$ cat config.mk
export PLATFORM = sky130hd
export DESIGN_NAME = adc_par_ctrl
export DESIGN_NICKNAME = d
export VERILOG_FILES = /design/src/rtl/adc_par_pkg.sv /design/src/rtl/adc_par_seq.sv /design/src/rtl/adc_par_capture.sv /design/src/rtl/adc_par_warmup.sv /design/src/rtl/adc_par_ctrl.sv
export SDC_FILE = /design/constraint.sdc
export NUM_CORES = 1
export LEC_CHECK = 0
export BUFFER_PORTS_ARGS = -buffer_cell sky130_fd_sc_hd__buf_2
export CORE_MARGIN = 10
export CORE_UTILIZATION = 56
export CTS_BUF_LIST = sky130_fd_sc_hd__clkbuf_8
export CTS_CLUSTER_DIAMETER = 80
export DETAILED_ROUTE_END_ITERATION = 12
export PLACE_DENSITY = 0.9
export SLEW_MARGIN = 20
export SYNTH_ARGS = -nofsm -noshare
export SYNTH_HDL_FRONTEND = slang
export SYNTH_SLANG_ARGS = --single-unit
export TNS_END_PERCENT = 100
$ cat constraint.sdc
create_clock -name clk -period 1.75 [get_ports clk]
set_input_delay 0.0875 -clock clk [delete_from_list [all_inputs] [get_ports clk]]
set_output_delay 0.0875 -clock clk [all_outputs]
set_load 0.01 [all_outputs]
$ cat src/rtl/adc_par_pkg.sv
package adc_par_pkg;

    typedef enum logic [3:0] {
        S_IDLE,
        S_SETUP,
        S_CONV,
        S_WAIT,
        S_RDA,
        S_GAP,
        S_RDB,
        S_DONE,
        S_ERR
    } seq_st_e;

    typedef struct packed {
        logic conv_n;
        logic cs_n;
        logic rd_n;
        logic bsel;
    } strb_t;

    typedef struct packed {
        logic word;
        logic hi;
        logic lo;
    } cap_t;

    localparam strb_t STRB_IDLE = '{conv_n: 1'b1, cs_n: 1'b1, rd_n: 1'b1, bsel: 1'b0};

    // ceiling division of a time limit by the clock period, at least one cycle
    function automatic int ns_to_cyc(input int ns, input int clk_ns);
        int c;
        c = (ns + clk_ns - 1) / clk_ns;
        return (c < 1) ? 1 : c;
    endfunction

    function automatic int max3(input int a, input int b, input int c);
        int m;
        m = (a > b) ? a : b;
        return (m > c) ? m : c;
    endfunction

endpackage

$ cat src/rtl/adc_par_seq.sv
module adc_par_seq
    import adc_par_pkg::*;
#(
    parameter int CONV_CYC = 5,
    parameter int PRE_CYC  = 13,
    parameter int POST_CYC = 10,
    parameter int RD_CYC   = 5,
    parameter int TMO_CYC  = 1024
) (
    input  logic  clk,
    input  logic  rst,
    input  logic  start_i,
    input  logic  byte_mode_i,
    input  logic  rd_hold_i,
    input  logic  busy_i,
    output strb_t strb_o,
    output cap_t  cap_o,
    output logic  done_o,
    output logic  err_o,
    output logic  ready_o
);

    localparam int TMAX = max3(CONV_CYC, PRE_CYC, RD_CYC);
    localparam int TW   = $clog2(TMAX + 1);
    localparam int CLIM = (TMO_CYC > POST_CYC) ? TMO_CYC : POST_CYC;
    localparam int CW   = $clog2(CLIM + 1);

    seq_st_e        st, st_nx;
    logic [TW-1:0]  tmr;
    logic [CW-1:0]  since_cv;
    logic           busy_q, fell_seen, m_byte, m_hold;
    logic           busy_fall, tmr_end, post_ok, go_read, tmo_hit, enter_conv;

    assign busy_fall  = busy_q & ~busy_i;
    assign post_ok    = since_cv >= CW'(POST_CYC);
    assign go_read    = (fell_seen | busy_fall) & post_ok;
    assign tmo_hit    = since_cv >= CW'(TMO_CYC);
    assign enter_conv = (st_nx == S_CONV) && (st != S_CONV);

    always_comb begin
        case (st)
            S_SETUP:      tmr_end = (tmr == TW'(PRE_CYC - 1));
            S_CONV:       tmr_end = (tmr == TW'(CONV_CYC - 1));
            S_RDA, S_RDB: tmr_end = (tmr == TW'(RD_CYC - 1));
            default:      tmr_end = 1'b1;
        endcase
    end

    always_comb begin
        st_nx = st;
        case (st)
            S_IDLE:  if (start_i) st_nx = S_SETUP;
            S_SETUP: if (tmr_end) st_nx = S_CONV;
            S_CONV:  if (tmr_end) st_nx = S_WAIT;
            S_WAIT: begin
                if (go_read)      st_nx = S_RDA;
                else if (tmo_hit) st_nx = S_ERR;
            end
            S_RDA: begin
                if (tmr_end) begin
                    if (!m_byte)     st_nx = S_DONE;
                    else if (m_hold) st_nx = S_RDB;
                    else             st_nx = S_GAP;
                end
            end
            S_GAP:   st_nx = S_RDB;
            S_RDB:   if (tmr_end) st_nx = S_DONE;
            default: st_nx = S_IDLE;
        endcase
    end

    always_ff @(posedge clk) begin
        if (rst) begin
            st        <= S_IDLE;
            tmr       <= '0;
            since_cv  <= '0;
            busy_q    <= 1'b0;
            fell_seen <= 1'b0;
            m_byte    <= 1'b0;
            m_hold    <= 1'b0;
        end else begin
            st     <= st_nx;
            tmr    <= (st_nx != st) ? '0 : tmr + 1'b1;
            busy_q <= busy_i;
            if (enter_conv)
                since_cv <= '0;
            else if (since_cv != CW'(CLIM))
                since_cv <= since_cv + 1'b1;
            if (enter_conv)
                fell_seen <= 1'b0;
            else if ((st == S_CONV || st == S_WAIT) && busy_fall)
                fell_seen <= 1'b1;
            if (st == S_IDLE && start_i) begin
                m_byte <= byte_mode_i;
                m_hold <= rd_hold_i;
            end
        end
    end

    always_comb begin
        strb_o = STRB_IDLE;
        case (st)
            S_SETUP, S_WAIT: strb_o.cs_n = 1'b0;
            S_CONV: begin
                strb_o.cs_n   = 1'b0;
                strb_o.conv_n = 1'b0;
            end
            S_RDA: begin
                strb_o.cs_n = 1'b0;
                strb_o.rd_n = 1'b0;
            end
            S_GAP: begin
                strb_o.cs_n = 1'b0;
                strb_o.bsel = 1'b1;
            end
            S_RDB: begin
                strb_o.cs_n = 1'b0;
                strb_o.rd_n = 1'b0;
                strb_o.bsel = 1'b1;
            end
            default: ;
        endcase
    end

    always_comb begin
        cap_o      = '0;
        cap_o.word = (st == S_RDA) && tmr_end && !m_byte;
        cap_o.hi   = (st == S_RDA) && tmr_end &&  m_byte;
        cap_o.lo   = (st == S_RDB) && tmr_end;
    end

    assign done_o  = (st == S_DONE);
    assign err_o   = (st == S_ERR);
    assign ready_o = (st == S_IDLE);

endmodule

$ cat src/rtl/adc_par_capture.sv
module adc_par_capture
    import adc_par_pkg::*;
#(
    parameter int DW   = 16,
    parameter int LANE = 8
) (
    input  logic          clk,
    input  logic          rst,
    input  cap_t          cap_i,
    input  logic [DW-1:0] db_i,
    output logic [DW-1:0] data_o
);

    localparam int LO_W = DW - LANE;

    logic [LANE-1:0] up_lane;
    assign up_lane = db_i[DW-1 -: LANE];

    always_ff @(posedge clk) begin
        if (rst) begin
            data_o <= '0;
        end else if (cap_i.word) begin
            data_o <= db_i;
        end else begin
            if (cap_i.hi) data_o[DW-1 -: LANE] <= up_lane;
            if (cap_i.lo) data_o[LO_W-1:0]     <= up_lane[LANE-1 -: LO_W];
        end
    end

endmodule

$ cat src/rtl/adc_par_warmup.sv
module adc_par_warmup #(
    parameter int DISCARD = 3
) (
    input  logic clk,
    input  logic rst,
    input  logic done_i,
    output logic vld_o
);

    localparam int WW = $clog2(DISCARD + 2);

    logic [WW-1:0] seen;
    logic          warm;

    assign warm  = (seen == WW'(DISCARD));
    assign vld_o = done_i & warm;

    always_ff @(posedge clk) begin
        if (rst)
            seen <= '0;
        else if (done_i && !warm)
            seen <= seen + 1'b1;
    end

endmodule

$ cat src/rtl/adc_par_ctrl.sv
module adc_par_ctrl
    import adc_par_pkg::*;
#(
    parameter int CLK_NS   = 4,
    parameter int CONV_NS  = 20,
    parameter int PRE_NS   = 50,
    parameter int POST_NS  = 40,
    parameter int RD_NS    = 20,
    parameter int TMO_CYC  = 1024,
    parameter int DISCARD  = 3,
    parameter int DW       = 16,
    parameter int LANE     = 8
) (
    input  logic          clk,
    input  logic          rst,
    input  logic          start_i,
    input  logic          byte_mode_i,
    input  logic          rd_hold_i,
    input  logic          busy_i,
    input  logic [DW-1:0] db_i,
    output logic          conv_n_o,
    output logic          cs_n_o,
    output logic          rd_n_o,
    output logic          byte_sel_o,
    output logic [DW-1:0] smp_o,
    output logic          smp_vld_o,
    output logic          busy_tmo_o,
    output logic          ready_o
);

    localparam int CONV_CYC = ns_to_cyc(CONV_NS, CLK_NS);
    localparam int PRE_CYC  = ns_to_cyc(PRE_NS, CLK_NS);
    localparam int POST_CYC = ns_to_cyc(POST_NS, CLK_NS);
    localparam int RD_CYC   = ns_to_cyc(RD_NS, CLK_NS);

    strb_t strb;
    cap_t  cap;
    logic  done;

    adc_par_seq #(
        .CONV_CYC (CONV_CYC),
        .PRE_CYC  (PRE_CYC),
        .POST_CYC (POST_CYC),
        .RD_CYC   (RD_CYC),
        .TMO_CYC  (TMO_CYC)
    ) u_seq (
        .clk         (clk),
        .rst         (rst),
        .start_i     (start_i),
        .byte_mode_i (byte_mode_i),
        .rd_hold_i   (rd_hold_i),
        .busy_i      (busy_i),
        .strb_o      (strb),
        .cap_o       (cap),
        .done_o      (done),
        .err_o       (busy_tmo_o),
        .ready_o     (ready_o)
    );

    adc_par_capture #(
        .DW   (DW),
        .LANE (LANE)
    ) u_cap (
        .clk    (clk),
        .rst    (rst),
        .cap_i  (cap),
        .db_i   (db_i),
        .data_o (smp_o)
    );

    adc_par_warmup #(
        .DISCARD (DISCARD)
    ) u_warm (
        .clk    (clk),
        .rst    (rst),
        .done_i (done),
        .vld_o  (smp_vld_o)
    );

    assign conv_n_o   = strb.conv_n;
    assign cs_n_o     = strb.cs_n;
    assign rd_n_o     = strb.rd_n;
    assign byte_sel_o = strb.bsel;

endmodule

==> out/results.txt <==
vias per cell: 5.530
Tmin final: 1.610 ns
IO Pins: 45
CTS hold repair buffers: 0
largest net degree at the start of global routing: 21
critical-path cell list: buf_4 -> and3_1 -> or3_1 -> buf_2
sequential fraction of the synthesis area: 41.79%
Post-Syn Nets: 248
CP Data Arrival Time: 1.52 ns
DRC violations left: 0
routed length per instance: 15.20 um
Initial DRT Pass Iterations: 4
Cell variety after synth: 45
Required @ worst endpoint: 1.66 ns
TritonCTS buffer count: 5
vias in the first global route: 1,771
ys async rst share: 0%
clock root buffer: clkbuf_8
RR Endpoint: u_cap.data_o[14]$_SDFFE_PP0P_
final setup fails: 0
CP max stage delay: 0.41 ns
Clock power frac: 36.2%
actual slew at the worst max-slew pin: 0.4186 ns
Tcrit/Tclk final: 91.99%
register area: 840.8 um2
unrepaired setup endpoints after global routing: no
post-CTS resize count: 1
crit path capture: cs_n_o
Hold Slack: 0.01809 ns
Psw: 404.0 uW
CP Capture Type: output port
Sw Ratio: 23.13%
status: finished, final reports clean
Die H: 79.94 um
Core Footprint: 0.003416 mm2
FILL cells: 277
initial antenna violation count: 0
synthesized instance count: 220
clock sink count: 42
Worst Setup SP: u_seq.st[0]$_SDFF_PP0_
clk_skew: 0.002593 ns
ant diodes: 0
GRT Max-Usage Layer: met2
GRT met1 Usage: 17.46%
setup TNS: 0 ns
Starting Density: 58.90%
clk_lat worst skew: 0.30 ns
layout cells sized above 1: 27.84%
P_leak: 0.001097 uW
Max Cap Viol: 0
r2r setup slk: 0.14 ns
Seq pwr share: 56.6%
P_int: 1343 uW
Slew Limit Headroom: 71.71%
Worst-path clk slew: 0.07 ns
logic gate share of total power: 7.1%
GR met2 Demand/Resource: 26.65%
crit-path max FO: 10
Post-DRT Antenna Nets: 0
Post-synth EDFFs: 0
crit start category: flop
M3 GR Usage: 5.180%
yosys warns: 0
multi-input logic area: 0.001099 mm2
global-route wire length before repair: 8114 um
Critical-path top delay cell: dfxtp_1
CP Class: flop to output port
Most used DFF post-synth: dfxtp_1
DIE AREA: 0.006390 mm2
DR vias: 1,764
final-report max-slew violation count: 0
global-route usage over all layers: 15.63%
Die W: 79.94 um
post-DP HPWL: 3712 um
total grt overflow: 0
Synth Area per Inst: 9.145 um2
worst min path class: input pin to flop
Peak Freq: 621.2 MHz
cell area after synthesis: 0.002012 mm2
Max Root-Sink Buffers: 2
reg2reg path depth: 7
Pwr per Cell Area: 719.3 mW/mm2
gpl congestion: 0.9281
Final Hold Vio Count: 0
CTS tree: built
DRT iter0 DRCs: 190
Layout area overhead: 20.71%
input/output buffers: 44
# rows: 21
DRT Wirelength: 4850 um
Worst R2R Start: u_seq.tmr[0]$_SDFF_PP0_
setup bufs post-CTS: 0
synthesized flop and latch total: 42
Nets: 300
maximum vdd drop: 0.5960 mV
H-Tree Level Count: 2
worst min path at each step:
| stage | from | cells past startpoint | slack, ns | to |
|---|---|---|---|---|
| 2_1_floorplan | busy_i | 1 | 0.22 | u_seq.busy_q$_SDFF_PP0_ |
| 3_3_place_gp | busy_i | 2 | 0.32 | u_seq.busy_q$_SDFF_PP0_ |
| 3_5_place_dp | busy_i | 2 | 0.33 | u_seq.busy_q$_SDFF_PP0_ |
| 4_1_cts | busy_i | 2 | 0.02 | u_seq.busy_q$_SDFF_PP0_ |
| 5_1_grt | busy_i | 2 | 0.01 | u_seq.busy_q$_SDFF_PP0_ |
| 6_report | busy_i | 2 | 0.02 | u_seq.busy_q$_SDFF_PP0_ |
placed cells by master, fill, tap and decap left out, drive strengths merged, types with 7 or more instances in the layout:
cell	n
buf	56
a21oi	8
dfxtp	42
inv	9
xor2	8
nand2	7
nand3	8
mux2i	20
a211oi	9
nor2	39
cells by family (layout without fill, tap and decap cells):
logic type | count (synthesis) | after routing | share of synthesized area, %
compound gates | 27 | 27 | 9.889
xor+xnor | 12 | 12 | 5.224
fa+ha+maj | 6 | 6 | 3.731
buf+inv | 19 | 72 | 4.228
flops | 42 | 42 | 41.79
mux | 20 | 20 | 9.950
simple gates | 94 | 94 | 25.19
sequential cells by signal, summed over array words and instances (netlist names), 3 cells and up:
name,cells
u_seq.tmr,4
u_seq.st,4
u_cap.data_o,16
u_warm.seen,3
u_seq.since_cv,11
routing by layer:
metal	wire length [um]	share of wire (%)	up-vias
li1	-	-	872
met1	2002	41	831
met2	2459	51	51
met3	296	6.1	10
met4	91	1.9	0
met5	0	0	-
cell type report:
| class | count | area share [%] |
|---|---|---|
| clock buffers | 6 | 3.400 |
| multi-input cells | 159 | 45.23 |
| clock inverters | 2 | 0.3606 |
| inverters | 8 | 1.236 |
| flip-flops and latches | 42 | 34.62 |
| repair buffers | 56 | 12.78 |
| well taps | 46 | 2.370 |
through the flow:
stage	cell area (um2)	util [%]	power [uW]	instances	setup WS, ns
after global routing	2429	71.10	1815	319	0.02439
after global placement	2325	68.06	1127	311	0.1428
after detailed placement	2325	68.06	1134	311	0.01542
final	2429	71.10	1747	319	0.1402
after floorplan	2012	-	1081	220	0.2420
after CTS	2417	70.77	1754	319	0.07295
power groups by stage:
stage / clock (uW) / combinational, uW / sequential [uW]
global route: 682 / 141 / 992
CTS: 641 / 124 / 989
detailed placement: 0 / 123 / 1010
finish: 633 / 125 / 990
global placement: 0 / 118 / 1010
floorplan: 0 / 74.5 / 1010
critical path, delay by kind of cell, from the launching register on:
family / cells / cell delay (ns)
simple gates: 2 / 0.48
flops: 1 / 0.41
buf+inv: 2 / 0.33
cell usage after synthesis, types with 2 or more instances:
library cell / n / area (um2)
dfxtp_1: 42 / 840.8
nor2_1: 39 / 146.4
mux2i_1: 20 / 200.2
a211oi_1: 8 / 60.06
a21oi_1: 8 / 40.04
inv_1: 8 / 30.03
nand3_1: 8 / 40.04
xor2_1: 8 / 70.07
nand2_1: 7 / 26.28
ha_1: 6 / 75.07
nor2b_1: 6 / 37.54
and3_1: 5 / 31.28
buf_2: 5 / 25.02
nor3_1: 5 / 25.02
clkbuf_1: 4 / 15.01
xnor2_1: 4 / 35.03
nand2b_1: 3 / 18.77
nand4_1: 3 / 18.77
buf_4: 2 / 15.01
nand3b_1: 2 / 15.01
nor4_1: 2 / 12.51
nor4bb_1: 2 / 20.02
(Power assumes the default switching activity.)
